[config.mk]
export PLATFORM = sky130hd
export DESIGN_NAME = hdlc_evt_status
export DESIGN_NICKNAME = d
export VERILOG_FILES = /design/src/rtl/hdlc_irq_pkg.sv /design/src/rtl/hdlc_abort_qual.sv /design/src/rtl/hdlc_sticky_bits.sv /design/src/rtl/hdlc_irq_mask.sv /design/src/rtl/hdlc_evt_status.sv
export SDC_FILE = /design/constraint.sdc
export NUM_CORES = 1
export LEC_CHECK = 0
export ABC_AREA = 1
export BUFFER_PORTS_ARGS = -buffer_cell sky130_fd_sc_hd__buf_2
export CAP_MARGIN = 20
export CORE_UTILIZATION = 51
export DETAILED_ROUTE_END_ITERATION = 8
export PLACE_DENSITY = 0.82
export SETUP_SLACK_MARGIN = 0.1
export SLEW_MARGIN = 5
export SYNTH_ARGS = -nofsm -noshare
export SYNTH_HDL_FRONTEND = slang
export SYNTH_HIERARCHICAL = 1
export SYNTH_SLANG_ARGS = --single-unit
[constraint.sdc]
create_clock -name clk -period 2.1 [get_ports clk]
set_input_delay 0 -clock clk [delete_from_list [all_inputs] [get_ports clk]]
set_output_delay 0 -clock clk [all_outputs]
set_load 0.02 [all_outputs]
[src/rtl/hdlc_irq_pkg.sv]
package hdlc_irq_pkg;

    localparam int STAT_W         = 8;
    localparam int MIN_ABORT_BITS = 26;

    localparam int B_GO_AHEAD = 7;
    localparam int B_RX_EOP   = 6;
    localparam int B_TX_EOP   = 5;
    localparam int B_EOP_READ = 4;
    localparam int B_TX_LOW   = 3;
    localparam int B_SHARED   = 2;
    localparam int B_RX_FULL  = 1;
    localparam int B_RX_OVF   = 0;

    typedef enum logic {
        SRC_ABORT    = 1'b0,
        SRC_UNDERRUN = 1'b1
    } shared_src_e;

    typedef struct packed {
        logic go_ahead;
        logic rx_eop;
        logic tx_eop;
        logic eop_read;
        logic tx_low;
        logic rx_abort_ok;
        logic tx_underrun;
        logic rx_full;
        logic rx_ovf;
    } evt_t;

    function automatic logic [STAT_W-1:0] evt_to_vec(evt_t e, shared_src_e src);
        logic [STAT_W-1:0] v;
        v             = '0;
        v[B_GO_AHEAD] = e.go_ahead;
        v[B_RX_EOP]   = e.rx_eop;
        v[B_TX_EOP]   = e.tx_eop;
        v[B_EOP_READ] = e.eop_read;
        v[B_TX_LOW]   = e.tx_low;
        v[B_SHARED]   = (src == SRC_UNDERRUN) ? e.tx_underrun : e.rx_abort_ok;
        v[B_RX_FULL]  = e.rx_full;
        v[B_RX_OVF]   = e.rx_ovf;
        return v;
    endfunction

endpackage

[src/rtl/hdlc_abort_qual.sv]
module hdlc_abort_qual #(
    parameter int MIN_BITS = 26
) (
    input  logic clk,
    input  logic rst,
    input  logic pkt_start,
    input  logic bit_valid,
    input  logic abort_in,
    output logic abort_ok
);
    localparam int CW = $clog2(MIN_BITS + 1);
    localparam logic [CW-1:0] LIMIT = CW'(MIN_BITS);

    logic [CW-1:0] bit_cnt;

    always_ff @(posedge clk) begin
        if (rst) begin
            bit_cnt <= '0;
        end else if (pkt_start) begin
            bit_cnt <= '0;
        end else if (bit_valid && (bit_cnt != LIMIT)) begin
            bit_cnt <= bit_cnt + 1'b1;
        end
    end

    assign abort_ok = abort_in && (bit_cnt == LIMIT);

endmodule

[src/rtl/hdlc_sticky_bits.sv]
module hdlc_sticky_bits #(
    parameter int W = 8
) (
    input  logic         clk,
    input  logic         rst,
    input  logic [W-1:0] set_vec,
    input  logic         clr_all,
    output logic [W-1:0] q
);
    for (genvar i = 0; i < W; i++) begin : g_bit
        always_ff @(posedge clk) begin
            if (rst) begin
                q[i] <= 1'b0;
            end else if (set_vec[i]) begin
                q[i] <= 1'b1;
            end else if (clr_all) begin
                q[i] <= 1'b0;
            end
        end
    end

endmodule

[src/rtl/hdlc_irq_mask.sv]
module hdlc_irq_mask #(
    parameter int W = 8
) (
    input  logic         clk,
    input  logic         rst,
    input  logic         wr,
    input  logic [W-1:0] wdata,
    input  logic [W-1:0] status,
    output logic         irq
);
    logic [W-1:0] mask_q;

    always_ff @(posedge clk) begin
        if (rst) begin
            mask_q <= '0;
        end else if (wr) begin
            mask_q <= wdata;
        end
    end

    assign irq = |(status & mask_q);

endmodule

[src/rtl/hdlc_evt_status.sv]
module hdlc_evt_status
    import hdlc_irq_pkg::*;
(
    input  logic              clk,
    input  logic              rst,
    input  logic              ev_go_ahead,
    input  logic              ev_rx_eop,
    input  logic              ev_tx_eop,
    input  logic              ev_eop_read,
    input  logic              ev_tx_low,
    input  logic              ev_rx_abort,
    input  logic              ev_tx_underrun,
    input  logic              ev_rx_full,
    input  logic              ev_rx_overflow,
    input  logic              rx_pkt_start,
    input  logic              rx_bit_valid,
    input  logic              sel_underrun,
    input  logic              mask_wr,
    input  logic [STAT_W-1:0] mask_wdata,
    input  logic              rd_stb,
    output logic [STAT_W-1:0] rd_data,
    output logic              irq
);
    logic              abort_ok;
    evt_t              evt;
    shared_src_e       src;
    logic [STAT_W-1:0] set_vec;

    hdlc_abort_qual #(
        .MIN_BITS (MIN_ABORT_BITS)
    ) u_qual (
        .clk       (clk),
        .rst       (rst),
        .pkt_start (rx_pkt_start),
        .bit_valid (rx_bit_valid),
        .abort_in  (ev_rx_abort),
        .abort_ok  (abort_ok)
    );

    always_comb begin
        evt.go_ahead    = ev_go_ahead;
        evt.rx_eop      = ev_rx_eop;
        evt.tx_eop      = ev_tx_eop;
        evt.eop_read    = ev_eop_read;
        evt.tx_low      = ev_tx_low;
        evt.rx_abort_ok = abort_ok;
        evt.tx_underrun = ev_tx_underrun;
        evt.rx_full     = ev_rx_full;
        evt.rx_ovf      = ev_rx_overflow;
        src             = sel_underrun ? SRC_UNDERRUN : SRC_ABORT;
        set_vec         = evt_to_vec(evt, src);
    end

    hdlc_sticky_bits #(
        .W (STAT_W)
    ) u_bits (
        .clk     (clk),
        .rst     (rst),
        .set_vec (set_vec),
        .clr_all (rd_stb),
        .q       (rd_data)
    );

    hdlc_irq_mask #(
        .W (STAT_W)
    ) u_mask (
        .clk    (clk),
        .rst    (rst),
        .wr     (mask_wr),
        .wdata  (mask_wdata),
        .status (rd_data),
        .irq    (irq)
    );

endmodule

== Word-level counts from Yosys, hierarchy flattened ==
Index checks and enable logic that the tools add are counted.
Storage, ports and cells
  word-level logic and storage cells: 37
  flip-flop bits (word level): 21
  output and inout port bits: 9
Operators by class
  equality and inequality tests: 2
  bitwise gates (word level): 1
  mux-type cells: 11
  $add $sub $neg: 1
  reduce and logical (&&, ||, !) cells: 12
Operators by type and width (count)
  nonzero test 2 bit: 8
  two-way mux 1 bit: 11
  AND 8 bit: 1
  OR reduction 8 bit: 1
  adder 5 x 1 -> 5 bit (second input constant): 1
  == test 5 bit (second input constant): 1
  inequality test 5 bit (second input constant): 1
  logical AND 1 bit: 2
  OR reduction 2 bit: 1

== Logic depth before layout (Yosys ltp) ==
Gate-level depths: netlist (run 1).
  word-level depth: 4
  mapped depth: 10

== By module ==
The synthesis (run 1) kept the hierarchy.
Modules (own cells, without submodules)
  hdlc_irq_mask: instances 1, seq. area each 160.2 um^2, cells each 50, area each 371.6 um^2
  hdlc_sticky_bits: instances 1, seq. area each 160.2 um^2, cells each 34, area each 269.0 um^2
  hdlc_abort_qual: instances 1, seq. area each 100.1 um^2, cells each 39, area each 265.3 um^2
  hdlc_evt_status: instances 1, seq. area each 0.0 um^2, cells each 4, area each 15.0 um^2

== Worst setup path before layout (run 1) ==
Ideal clock, no wire load.
  kind: reg2reg
  start point: reg u_qual.bit_cnt[0]
  end point: reg u_bits.q[2]
  setup slack: 0.992 ns
  stages on the path, launching flop included: 11
  setup time: 0.117 ns
  arrival time: 0.991 ns
  cells stage by stage: dfxtp_1 > inv_1 > ha_1 > nand2_1 > inv_1 > nand2_2 > nor2_1 > nand2_1 > nand2_1 > inv_1 > a21oi_1
On the way
  cells in the longest elaborated chain, start to end: 4
RTL lines
  start: declaration: line hdlc_abort_qual.sv:14  | logic [CW-1:0] bit_cnt;
  start signal: assignment: line hdlc_abort_qual.sv:22  | bit_cnt <= bit_cnt + 1'b1;
  == test 5 bit *: line hdlc_abort_qual.sv:26  | assign abort_ok = abort_in && (bit_cnt == LIMIT);
  logical AND 1 bit *: line hdlc_abort_qual.sv:26
  via abort_ok: line hdlc_evt_status.sv:24  | logic abort_ok;
  two-way mux 1 bit *: line hdlc_irq_pkg.sv:40  | v[B_SHARED] = (src == SRC_UNDERRUN) ? e.tx_underrun : e.rx_abort_ok;
  via set_vec[2]: line hdlc_evt_status.sv:27  | logic [STAT_W-1:0] set_vec;
  two-way mux 1 bit or nonzero test 2 bit (tied branches)
  end signal: indexed assignment: line hdlc_sticky_bits.sv:13  | q[i] <= 1'b0;
  end signal: indexed assignment: line hdlc_sticky_bits.sv:15  | q[i] <= 1'b1;
  end signal: indexed assignment: line hdlc_sticky_bits.sv:17  | q[i] <= 1'b0;
  end: declaration: line hdlc_sticky_bits.sv:8  | output logic [W-1:0] q
The timed path passes the listed nets; every way through them passes the cells marked *.
A chain may end at the register's enable or synchronous reset.

== Final worst setup path (run 1) ==
Ends and elaborated chain as after synthesis.

==> results of run 1 <==
cell families after synthesis:
kind of cell / synth area share (%)
compound gates: 14.13
fa+ha+maj: 2.717
buf+inv: 9.374
simple gates: 28.12
flops: 45.65
metrics by stage:
step	setup slack [ns]	area, um2	std cells	hold WS [ns]	power, mW
after floorplan	0.9921	920.9	127	0.1340	0.5052
after global placement	0.9459	1090	180	0.2365	0.5436
after detailed placement	0.8675	1090	180	0.2430	0.5479
after CTS	0.8566	1276	200	0.006791	0.7536
after global routing	0.6829	1276	200	0.03625	0.7868
final	0.8649	1276	200	0.01568	0.7529
layout by cell type, fill, tap and decap left out, drive strengths merged:
master / instances
dlygate4sd3: 16
a21oi: 20
buf: 32
nand3: 3
nand2: 49
nor2: 11
clkbuf: 4
inv: 16
nor3: 1
nand4: 1
dfxtp: 21
ha: 2
state kept, by name, summed over array words and instances, names as in the netlist:
register / count
u_bits/q: 8
u_mask/mask_q: 8
u_qual/bit_cnt: 5
worst max-delay path: stages, from the launching register on:
cell     delay, ns
dfxtp_1       0.42
inv_1         0.07
ha_1          0.19
nand2_1       0.06
inv_1         0.04
nand2_2       0.11
nor2_1        0.05
nand2_1       0.06
nand2_1       0.04
inv_1         0.04
a21oi_1       0.05
final cells by class:
class	count	area share, %
Clock buffer	4	2.059
Multi-Input combinational cell	87	32.45
Inverter	16	5.098
Tap cell	24	2.353
Sequential cell	21	32.94
Timing Repair Buffer	48	25.10
power groups by stage:
stage / logic, mW / clock network [mW] / registers [mW]
4_1_cts: 0.130 / 0.192 / 0.432
3_3_place_gp: 0.104 / 0 / 0.439
3_5_place_dp: 0.107 / 0 / 0.441
6_report: 0.133 / 0.188 / 0.432
2_1_floorplan: 0.0548 / 0 / 0.450
5_1_grt: 0.146 / 0.206 / 0.435
cells in the mapped netlist, types with 2 or more instances:
cell	n
inv_1	14
nor2_1	9
a21oi_1	12
nand3_1	3
a21oi_2	8
nand2_1	48
nor2_2	2
ha_1	2
dfxtp_1	21
per-layer routing:
| metal | up-vias | routed length [um] | GRT usage [%] |
|---|---|---|---|
| li1 | 493 | - | - |
| met1 | 443 | 903 | 28.28 |
| met2 | 36 | 1125 | 46.47 |
| met3 | 8 | 120 | 3.673 |
| met4 | 0 | 76 | 15.76 |
| met5 | - | 0 | 0 |
what timing repair did:
item | CTS | global route
endpoints found under the hold margin | 19 | 0
endpoints found under the setup margin | 0 | 0
hold buffers | 16 | 0
how the worst max path moves through the flow:
stage,from,endpoint,slack (ns),cells after the start
detailed placement,u_qual/bit_cnt[0],u_bits/q[2],0.87,10
floorplan,u_qual/bit_cnt[0],u_bits/q[2],0.99,10
finish,u_qual/bit_cnt[0],u_bits/q[2],0.86,10
global route,u_qual/bit_cnt[0],u_bits/q[2],0.68,10
global placement,u_qual/bit_cnt[0],u_bits/q[2],0.95,10
CTS,u_qual/bit_cnt[0],u_bits/q[2],0.86,10
==> run metrics, run 1 <==
status=completed; Clock Latency Late Sink=~0.3 ns; relative slew slack=74.40%; DP HPWL=roughly 1400 um; yosys synthesis warning count=6; Area Growth Syn to Fin=38.59%; hold endpoint=u_bits/q[2]; final setup TNS=0 ns; synth unique cells=17; Post-synth ARST share=0%; Post-Syn Instances=approximately 130; combinational power share=approximately 18%; CTS tree=done; Most used DFF post-synth=dfxtp_1; layout cells sized above 1=between 20% and 30%; Power Internal=between 0.5 and 0.6 mW; Hold Path Class=in2reg; Die Ht=44.49 um; Util after Layout=80.06%; R2R depth=10; Routed WL=2226 um; port bufs=32; R2R Setup Slk=~0.86 ns; io pins=33; CP Launch Type=flop; Worst EP required=around 2.3 ns; Final setup viols=0; Die X=44.49 um; crit end category=flop; Setup Buffers After CTS=0; pin count of the biggest net entering global routing=18; DR iter-0 viols=20; RSZ-0062 raised after global routing=false; count of final max-slew check failures=0; Tcrit/Tclk final=roughly 59%; total grt overflow=0; Post-synth EDFFs=0; RePlAce Congestion=around 0.75; Final ANT Viol Nets=0; FF+latch area=roughly 420 um2; Sw Pwr=0.1976 mW; sequential area share after synthesis=a little under half; Total GRT Usage=between 20% and 30%; PwrDens=between 500 and 600 nW/um2; root buffer cell=clkbuf_4; initial core utilization=approximately 58%; row cnt=14; WL/cell=11.13 um; Crit path arrival time=roughly 1.4 ns; H-tree levels=1; CP max FO=6; Core ar.=1594 um2; Final Skew=around 0.0090 ns; fill count=117; Sw Share=a little over a quarter; FF-to-FF End=u_bits/q[2]; via-per-instance ratio=between 4 and 5; Mapped Avg Cell Area=approximately 7.3 um2; overall via count from detail_route=980; TritonCTS buffer count=3; Resize count post-CTS=0; die area=between 1500 and 2000 um2; VDD IR max=0.4068 mV; drt pass-1 iters=4; Yosys reg bits=21; clk buf depth=2; Max Fclk=~810 MHz; hold depth=4; initial antenna violation count=0; Hold Crit Start=rd_stb; antenna cells=0; critical path class=reg2reg; first-pass GRT wire length=~3800 um; Cell Area, Synth=~900 um2; Clock Power Share=24.9%; max_cap viols=0; nets=roughly 200; most area-hungry cell type in the Yosys netlist=dfxtp_1; CTS clk-pin slew, worst paths=~0.11 ns; Reg power frac=a little under three fifths; dominant cells by area after synthesis=dfxtp_1 (46%), nand2_1 (20%), a21oi_2 (7.6%), a21oi_1 (6.5%), inv_1 (5.7%); vias in the first global route=955; final hold violations=0; Synth top area share=between 40 and 50%; area of the multi-input gates=414.1 um2; post-layout min period=approximately 1.2 ns; leakage=around 0.63 nW; Clock Sink Count=21; drc violations=0; RR Startpoint=u_qual/bit_cnt[0]; Synthesized Nets=153; Worst-Margin Slew=between 0.3 and 0.4 ns
Note: power is estimated with default switching activity, not from simulation.
==> inputs of run 2 (changes only) <==
- ABC_AREA: 1 -> 0
- CORE_UTILIZATION: 51 -> 47
- PLACE_DENSITY: 0.82 -> 0.76
- clock period: 2.1 -> 1.3 ns (I/O delays scaled with it)
==> run 2 against run 1 <==
The run now ends with negative setup slack left. Non-clock buffer count up 7. Count of clock-buffer cells in the layout unchanged. Via count down 16%. Register-to-register slack worse by 0.92 ns. Critical path depth down 3. Synthesized cell count down 28%. Die area up 7.9%.
==> run metrics, run 2 <==
status=finished with violations (was completed); failing checks=negative setup slack; yosys synthesis warning count=6 (unchanged); CTS tree=done (unchanged); Synth top area share=45.78% (was 45.65%); Worst-Margin Slew=0.4088 ns (was 0.3840 ns); final hold violations=0 (unchanged); row cnt=15 (was 14); CP Launch Type=flop (unchanged); dominant cells by area after synthesis=dfxtp_1 (46%), mux2i_1 (8.7%), nand2b_1 (4.8%), inv_1 (3.7%), a21oi_1 (3.3%) (was dfxtp_1 (46%), nand2_1 (20%), a21oi_2 (7.6%), a21oi_1 (6.5%), inv_1 (5.7%)); slowest cell on the critical path=dfxtp_2 (was dfxtp_1); top sig layer=met4 (unchanged); Core ar.=1783 um2 (was 1594 um2); drc violations=0 (unchanged); Most used DFF post-synth=dfxtp_1 (unchanged); nets=174 (was 203); sequential area share after synthesis=45.78% (was 45.65%); final cell count without fillers=172 (was 200); Routed WL=2071 um (was 2226 um); die area=2135 um2 (was 1979 um2); Crit path arrival time=1.54 ns (was 1.42 ns); met1 wire length=841 um (was 903 um); critical path class=reg2reg (unchanged); post-synthesis xor/xnor area fraction=2.861% (was 0%); Util after Layout=76.42% (was 80.06%); Cell Area, Synth=918.4 um2 (was 920.9 um2); first-pass GRT wire length=2973 um (was 3788 um); Final ANT Viol Nets=0 (unchanged); post-layout min period=1.355 ns (was 1.235 ns); initial core utilization=51.51% (was 57.77%); largest registers=u_bits/q x8, u_mask/mask_q x8, u_qual/bit_cnt x5 (unchanged); CP max FO=2 (was 6); relative slew slack=72.75% (was 74.40%); TritonCTS buffer count=3 (unchanged); H-tree levels=1 (unchanged); final setup TNS=-0.05505 ns (was 0 ns); Clock Latency Late Sink=0.29 ns (was 0.30 ns); Yosys reg bits=21 (unchanged); most area-hungry cell type in the Yosys netlist=dfxtp_1 (unchanged); antenna cells=0 (unchanged); Cells after DPL=151 (was 180); most common cell after layout, fill and taps aside=buf_2 (was nand2_1); vias in the first global route=766 (was 955); adder-cell share of the synthesized area=2.725% (was 2.717%); Worst EP required=1.48 ns (was 2.28 ns); cells along the critical path=inv_2, ha_4, and4b_2, and2_4, mux2_4, inv_2, a21oi_2 (was inv_1, ha_1, nand2_1, inv_1, nand2_2, nor2_1, nand2_1, nand2_1, inv_1, a21oi_1); Total GRT Usage=19.71% (was 25.83%); PwrDens=901.9 nW/um2 (was 589.9 nW/um2); Post-synth ARST share=0% (unchanged); Final WS setup=-0.05505 ns (was 0.8649 ns); synth unique cells=27 (was 17); RePlAce Congestion=0.7014 (was 0.7484); port bufs=32 (unchanged); Post-synth EDFFs=0 (unchanged); layout cells sized above 1=39.46% (was 27.27%); Die Ht=46.21 um (was 44.49 um); Max Fclk=738.0 MHz (was 809.6 MHz); WL/cell=12.04 um (was 11.13 um); Most common cell on crit path=inv_2; io pins=33 (unchanged); Post-Synth Simple-Gate Area=20.84% (was 28.13%); CTS clk-pin slew, worst paths=0.11 ns (about the same); Largest stage delay, worst path=0.35 ns (was 0.42 ns); count of final max-slew check failures=0 (unchanged); Final setup viols=1 (was 0); initial antenna violation count=0 (unchanged); Hold Path Class=in2reg (unchanged); Met2 Wirelength=1127 um (was 1125 um); via-per-instance ratio=4.791 (was 4.900); post-synthesis compound-gate area fraction=11.58% (was 14.13%); DP HPWL=1427 um (was 1448 um); largest family of logic cells by synthesized area=simple AND/OR/NAND/NOR gates (unchanged); max_cap viols=0 (unchanged); root buffer cell=clkbuf_4 (unchanged); Worst Hold Margin=0.04164 ns (was 0.01568 ns); RSZ-0062 raised after global routing=true (was false); Clock Sink Count=21 (unchanged); drt pass-1 iters=4 (unchanged); Tcrit/Tclk final=104.2% (was 58.82%); Post-Syn Instances=91 (was 127); total power=1.229 mW (was 0.7529 mW); Die X=46.21 um (was 44.49 um); most frequent cells after synthesis=dfxtp_1 (21), inv_1 (9), mux2i_1 (8), nor2_1 (8), nand2b_1 (7) (was nand2_1 (48), dfxtp_1 (21), inv_1 (14), a21oi_1 (12), nor2_1 (9)); total grt overflow=0 (unchanged); DR iter-0 viols=17 (was 20); cell with the most instances after synthesis=dfxtp_1 (was nand2_1); DR WL met3=74 um (was 120 um); clk buf depth=2 (unchanged); Synthesized Nets=117 (was 153); Mapped Avg Cell Area=10.09 um2 (was 7.251 um2); leakage=0.6666 nW (was 0.6280 nW); mux contribution to synthesized area=10.35% (was 0%); Final Skew=0.007324 ns (was 0.008991 ns); overall via count from detail_route=824 (was 980); VDD IR max=0.6325 mV (was 0.4068 mV); commonest cells after routing, fill and taps aside=buf_2 (32), dfxtp_1 (19), dlygate4sd3_1 (16), mux2i_1 (8), nor2_1 (8) (was nand2_1 (48), buf_2 (32), dfxtp_1 (21), dlygate4sd3_1 (16), inv_1 (14)); crit end category=flop (unchanged); pin count of the biggest net entering global routing=22 (was 18); Area Growth Syn to Fin=48.37% (was 38.59%)
==> run 2: cell count changes after synthesis, moves of 2 or more <==
cell      previous run  this run
nand2b_1             0         7
nand4_1              1         3
xor2_1               0         3
mux2i_1              0         8
inv_1               14         9
nand3_1              3         1
nor2_2               2         0
a22oi_1              0         4
a21oi_1             12         6
a21oi_2              8         3
nand2_1             48         1
==> run 2: cell families (layout without fill, tap and decap cells) <==
| group | count (synthesis) | after routing |
|---|---|---|
| flip-flops | 21 | 21 |
| AO/OA/AOI/OAI | 15 | 15 |
| multiplexers | 9 | 9 |
| AND/OR/NAND/NOR | 29 | 29 |
| XOR/XNOR | 3 | 3 |
| adder cells (fa/ha/maj) | 2 | 2 |
| buffers and inverters | 12 | 68 |
==> run 2: critical path, delay by kind of cell (launching register included) <==
family / cells / cell delay, ns
fa+ha+maj: 1 / 0.16
mux: 1 / 0.26
compound gates: 1 / 0.04
simple gates: 2 / 0.34
buf+inv: 2 / 0.10
flops: 1 / 0.35
==> run 2: layer usage <==
metal | track usage (%) | up-vias
met1 | 19.62 | 376
met3 | 4.706 | 4
met2 | 37.46 | 19
li1 | - | 425
met4 | 9.412 | 0
met5 | 0 | -
==> run 2: report_power, final <==
group	switching, mW	leakage [nW]	internal [mW]
sequential	0.0230	0.174	0.677
combinational	0.109	0.477	0.121
clock	0.179	0.0150	0.119
==> run 2: timing repair <==
action                                  in CTS  in global routing
resized for setup                            1                  4
endpoints found under the hold margin       20                  0
setup buffers                                1                  0
hold buffers                                16                  0
endpoints found under the setup margin       1                  3
pin swaps                                    2                  0
==> run 2: path summary, 6_finish.rpt <==
kind | start | cells past startpoint | slack [ns] | to
hold reg to reg | u_bits/q[5] | 2 | 0.49 | u_bits/q[5]
hold / removal | rx_bit_valid | 3 | 0.04 | u_qual/bit_cnt[0]
setup / recovery | u_qual/bit_cnt[0] | 7 | -0.06 | u_bits/q[2]
setup reg to reg | u_qual/bit_cnt[0] | 7 | -0.06 | u_bits/q[2]
==> run 2: final cells by class <==
| type | count | area, um2 |
|---|---|---|
| Clock buffer | 4 | 26.28 |
| Fill cell | 136 | 420.4 |
| Inverter | 9 | 33.78 |
| Multi-Input combinational cell | 58 | 471.7 |
| Sequential cell | 21 | 422.9 |
| Tap cell | 25 | 31.28 |
| Timing Repair Buffer | 55 | 376.6 |
==> run 2: through the flow <==
step	worst slack, ns	instance area, um2
floorplan	-0.03045	932.1
global placement	-0.04442	1149
detailed placement	-0.07163	1149
CTS	-0.05674	1345
global route	-0.07780	1363
finish	-0.05505	1363
==> inputs of run 3 (changes only) <==
- SKIP_CTS_REPAIR_TIMING: not set -> 1
==> run 3 against run 2 <==
The run still ends with negative setup slack left. Final cell count unchanged. Count of clock-buffer cells in the layout unchanged. Sequential power about the same. Core utilization down 0.42 points. Routed wire length up 1.1%. Largest power group unchanged. Highest routed layer unchanged.
==> run metrics, run 3 (synthesized netlist as in run 2, its figures left out) <==
final setup TNS=-0.06143 ns (was -0.05505 ns); io pins=33 (unchanged); Final Skew=0.005397 ns (was 0.007324 ns); failing checks=negative setup slack (unchanged); RR Startpoint=u_qual/bit_cnt[0] (unchanged); Final WS setup=-0.06143 ns (was -0.05505 ns); via-per-instance ratio=4.797 (was 4.791); CTS tree=done (unchanged); die area=2135 um2 (unchanged); top cell family by delay on the critical path=flip-flops (unchanged); Hold Path Class=in2reg (unchanged); first-pass GRT wire length=2601 um (was 2973 um); end point of the critical path=u_bits/q[2] (unchanged); crit path buf inv count=2 (unchanged); antenna cells=0 (unchanged); VDD IR max=0.6586 mV (was 0.6325 mV); total power=1.228 mW (was 1.229 mW); leakage=0.6683 nW (was 0.6666 nW); most common cell after layout, fill and taps aside=buf_2 (unchanged); DR iter-0 viols=13 (was 17); Final setup viols=1 (unchanged); layout cells sized above 1=39.46% (unchanged); CTS clk-pin slew, worst paths=0.11 ns (about the same); status=finished with violations (unchanged); RePlAce Congestion=0.7014 (unchanged); Crit path arrival time=1.54 ns (about the same); Area Growth Syn to Fin=47.55% (was 48.37%); FF-to-FF End=u_bits/q[2] (unchanged); row cnt=15 (unchanged); Core ar.=1783 um2 (unchanged); Die X=46.21 um (unchanged); Routed WL=2093 um (was 2071 um); Clock Sink Count=21 (unchanged); vias in the first global route=654 (was 766); largest registers=u_bits/q x8, u_mask/mask_q x8, u_qual/bit_cnt x5 (unchanged); max_cap viols=0 (unchanged); final hold violations=0 (unchanged); slowest cell on the critical path=dfxtp_2 (unchanged); critical path class=reg2reg (unchanged); nets=174 (unchanged); number of cells on the critical path=7 (unchanged); Worst-Margin Slew=0.4193 ns (was 0.4088 ns); Cells after DPL=151 (unchanged); pin count of the biggest net entering global routing=22 (unchanged); Clock Latency Late Sink=0.29 ns (about the same); H-tree levels=1 (unchanged); Largest stage delay, worst path=0.35 ns (about the same); commonest cells after routing, fill and taps aside=buf_2 (32), dfxtp_1 (20), dlygate4sd3_1 (16), mux2i_1 (8), nor2_1 (8) (was buf_2 (32), dfxtp_1 (19), dlygate4sd3_1 (16), mux2i_1 (8), nor2_1 (8)); worst setup path start=u_qual/bit_cnt[0] (unchanged); count of final max-slew check failures=0 (unchanged); initial core utilization=51.51% (unchanged); initial antenna violation count=0 (unchanged); final cell count without fillers=172 (unchanged); relative slew slack=72.05% (was 72.75%); DP HPWL=1427 um (unchanged); Die Ht=46.21 um (unchanged); port bufs=32 (unchanged); total grt overflow=0 (unchanged); drc violations=0 (unchanged); R2R Setup Slk=-0.06 ns (about the same); RSZ-0062 raised after global routing=true (unchanged); crit end category=flop (unchanged); Final ANT Viol Nets=0 (unchanged); R2R depth=7 (unchanged); drt pass-1 iters=4 (unchanged); WL/cell=12.17 um (was 12.04 um); PwrDens=906.4 nW/um2 (was 901.9 nW/um2); Tcrit/Tclk final=104.7% (was 104.2%); Most common cell on crit path=inv_2 (unchanged); root buffer cell=clkbuf_4 (unchanged); CP Launch Type=flop (unchanged); CP max FO=2 (unchanged); TritonCTS buffer count=3 (unchanged); post-layout min period=1.361 ns (was 1.355 ns); Total GRT Usage=17.34% (was 19.71%); clk buf depth=2 (unchanged); cells along the critical path=inv_2, ha_4, and4b_2, and2_4, mux2_4, inv_2, a21oi_2 (unchanged); Max Fclk=734.5 MHz (was 738.0 MHz); overall via count from detail_route=825 (was 824); Worst EP required=1.48 ns (about the same)
[run 3: cell counts in the layout (fill, tap and decap cells not counted)]
No cell type changed its count.
[run 3: metrics by stage]
stage          util (%)  instance area [um2]  setup WS (ns)  hold slack (ns)
6_report          76.00                 1355       -0.06143          0.04010
4_1_cts           65.89                 1175       -0.07938         -0.08159
3_5_place_dp      64.42                 1149       -0.07163           0.2408
5_1_grt           76.00                 1355       -0.08835          0.04278
3_3_place_gp      64.42                 1149       -0.04442           0.2342
2_1_floorplan         -                932.1       -0.03045          0.05727
[run 3: worst min-delay path by stage]
stage,start,endpoint,slack (ns),cells past startpoint
floorplan,rst,u_qual/bit_cnt[0],0.06,1
global placement,ev_go_ahead,u_bits/q[7],0.23,3
detailed placement,ev_tx_low,u_bits/q[3],0.24,3
CTS,ev_rx_eop,u_bits/q[6],-0.08,3
global route,rx_bit_valid,u_qual/bit_cnt[0],0.04,3
finish,rx_bit_valid,u_qual/bit_cnt[0],0.04,3
[run 3: power by group]
| group | internal, mW | switching (mW) |
|---|---|---|
| Clock | 0.119 | 0.177 |
| Sequential | 0.677 | 0.0247 |
| Combinational | 0.122 | 0.108 |
[run 3: worst register-to-register path: cells and delay by family, from the launching register on]
kind	cells	cell delay, ns
fa+ha+maj	1	0.16
simple gates	2	0.34
flops	1	0.35
mux	1	0.26
compound gates	1	0.04
buf+inv	2	0.10
[run 3: cell type report]
cell class | instances | area, um2
multi-input combinational | 58 | 469.2
fill | 135 | 427.9
sequential | 21 | 421.7
timing repair buffer | 55 | 372.9
inverter | 9 | 33.78
tap | 25 | 31.28
clock buffer | 4 | 26.28
[run 3: metal layers]
layer | vias to the layer above | track usage, % | wire length [um]
li1 | 422 | - | -
met3 | 2 | 3.922 | 67
met4 | 0 | 7.059 | 12
met5 | - | 0 | 0
met1 | 384 | 18.62 | 860
met2 | 17 | 32.11 | 1152
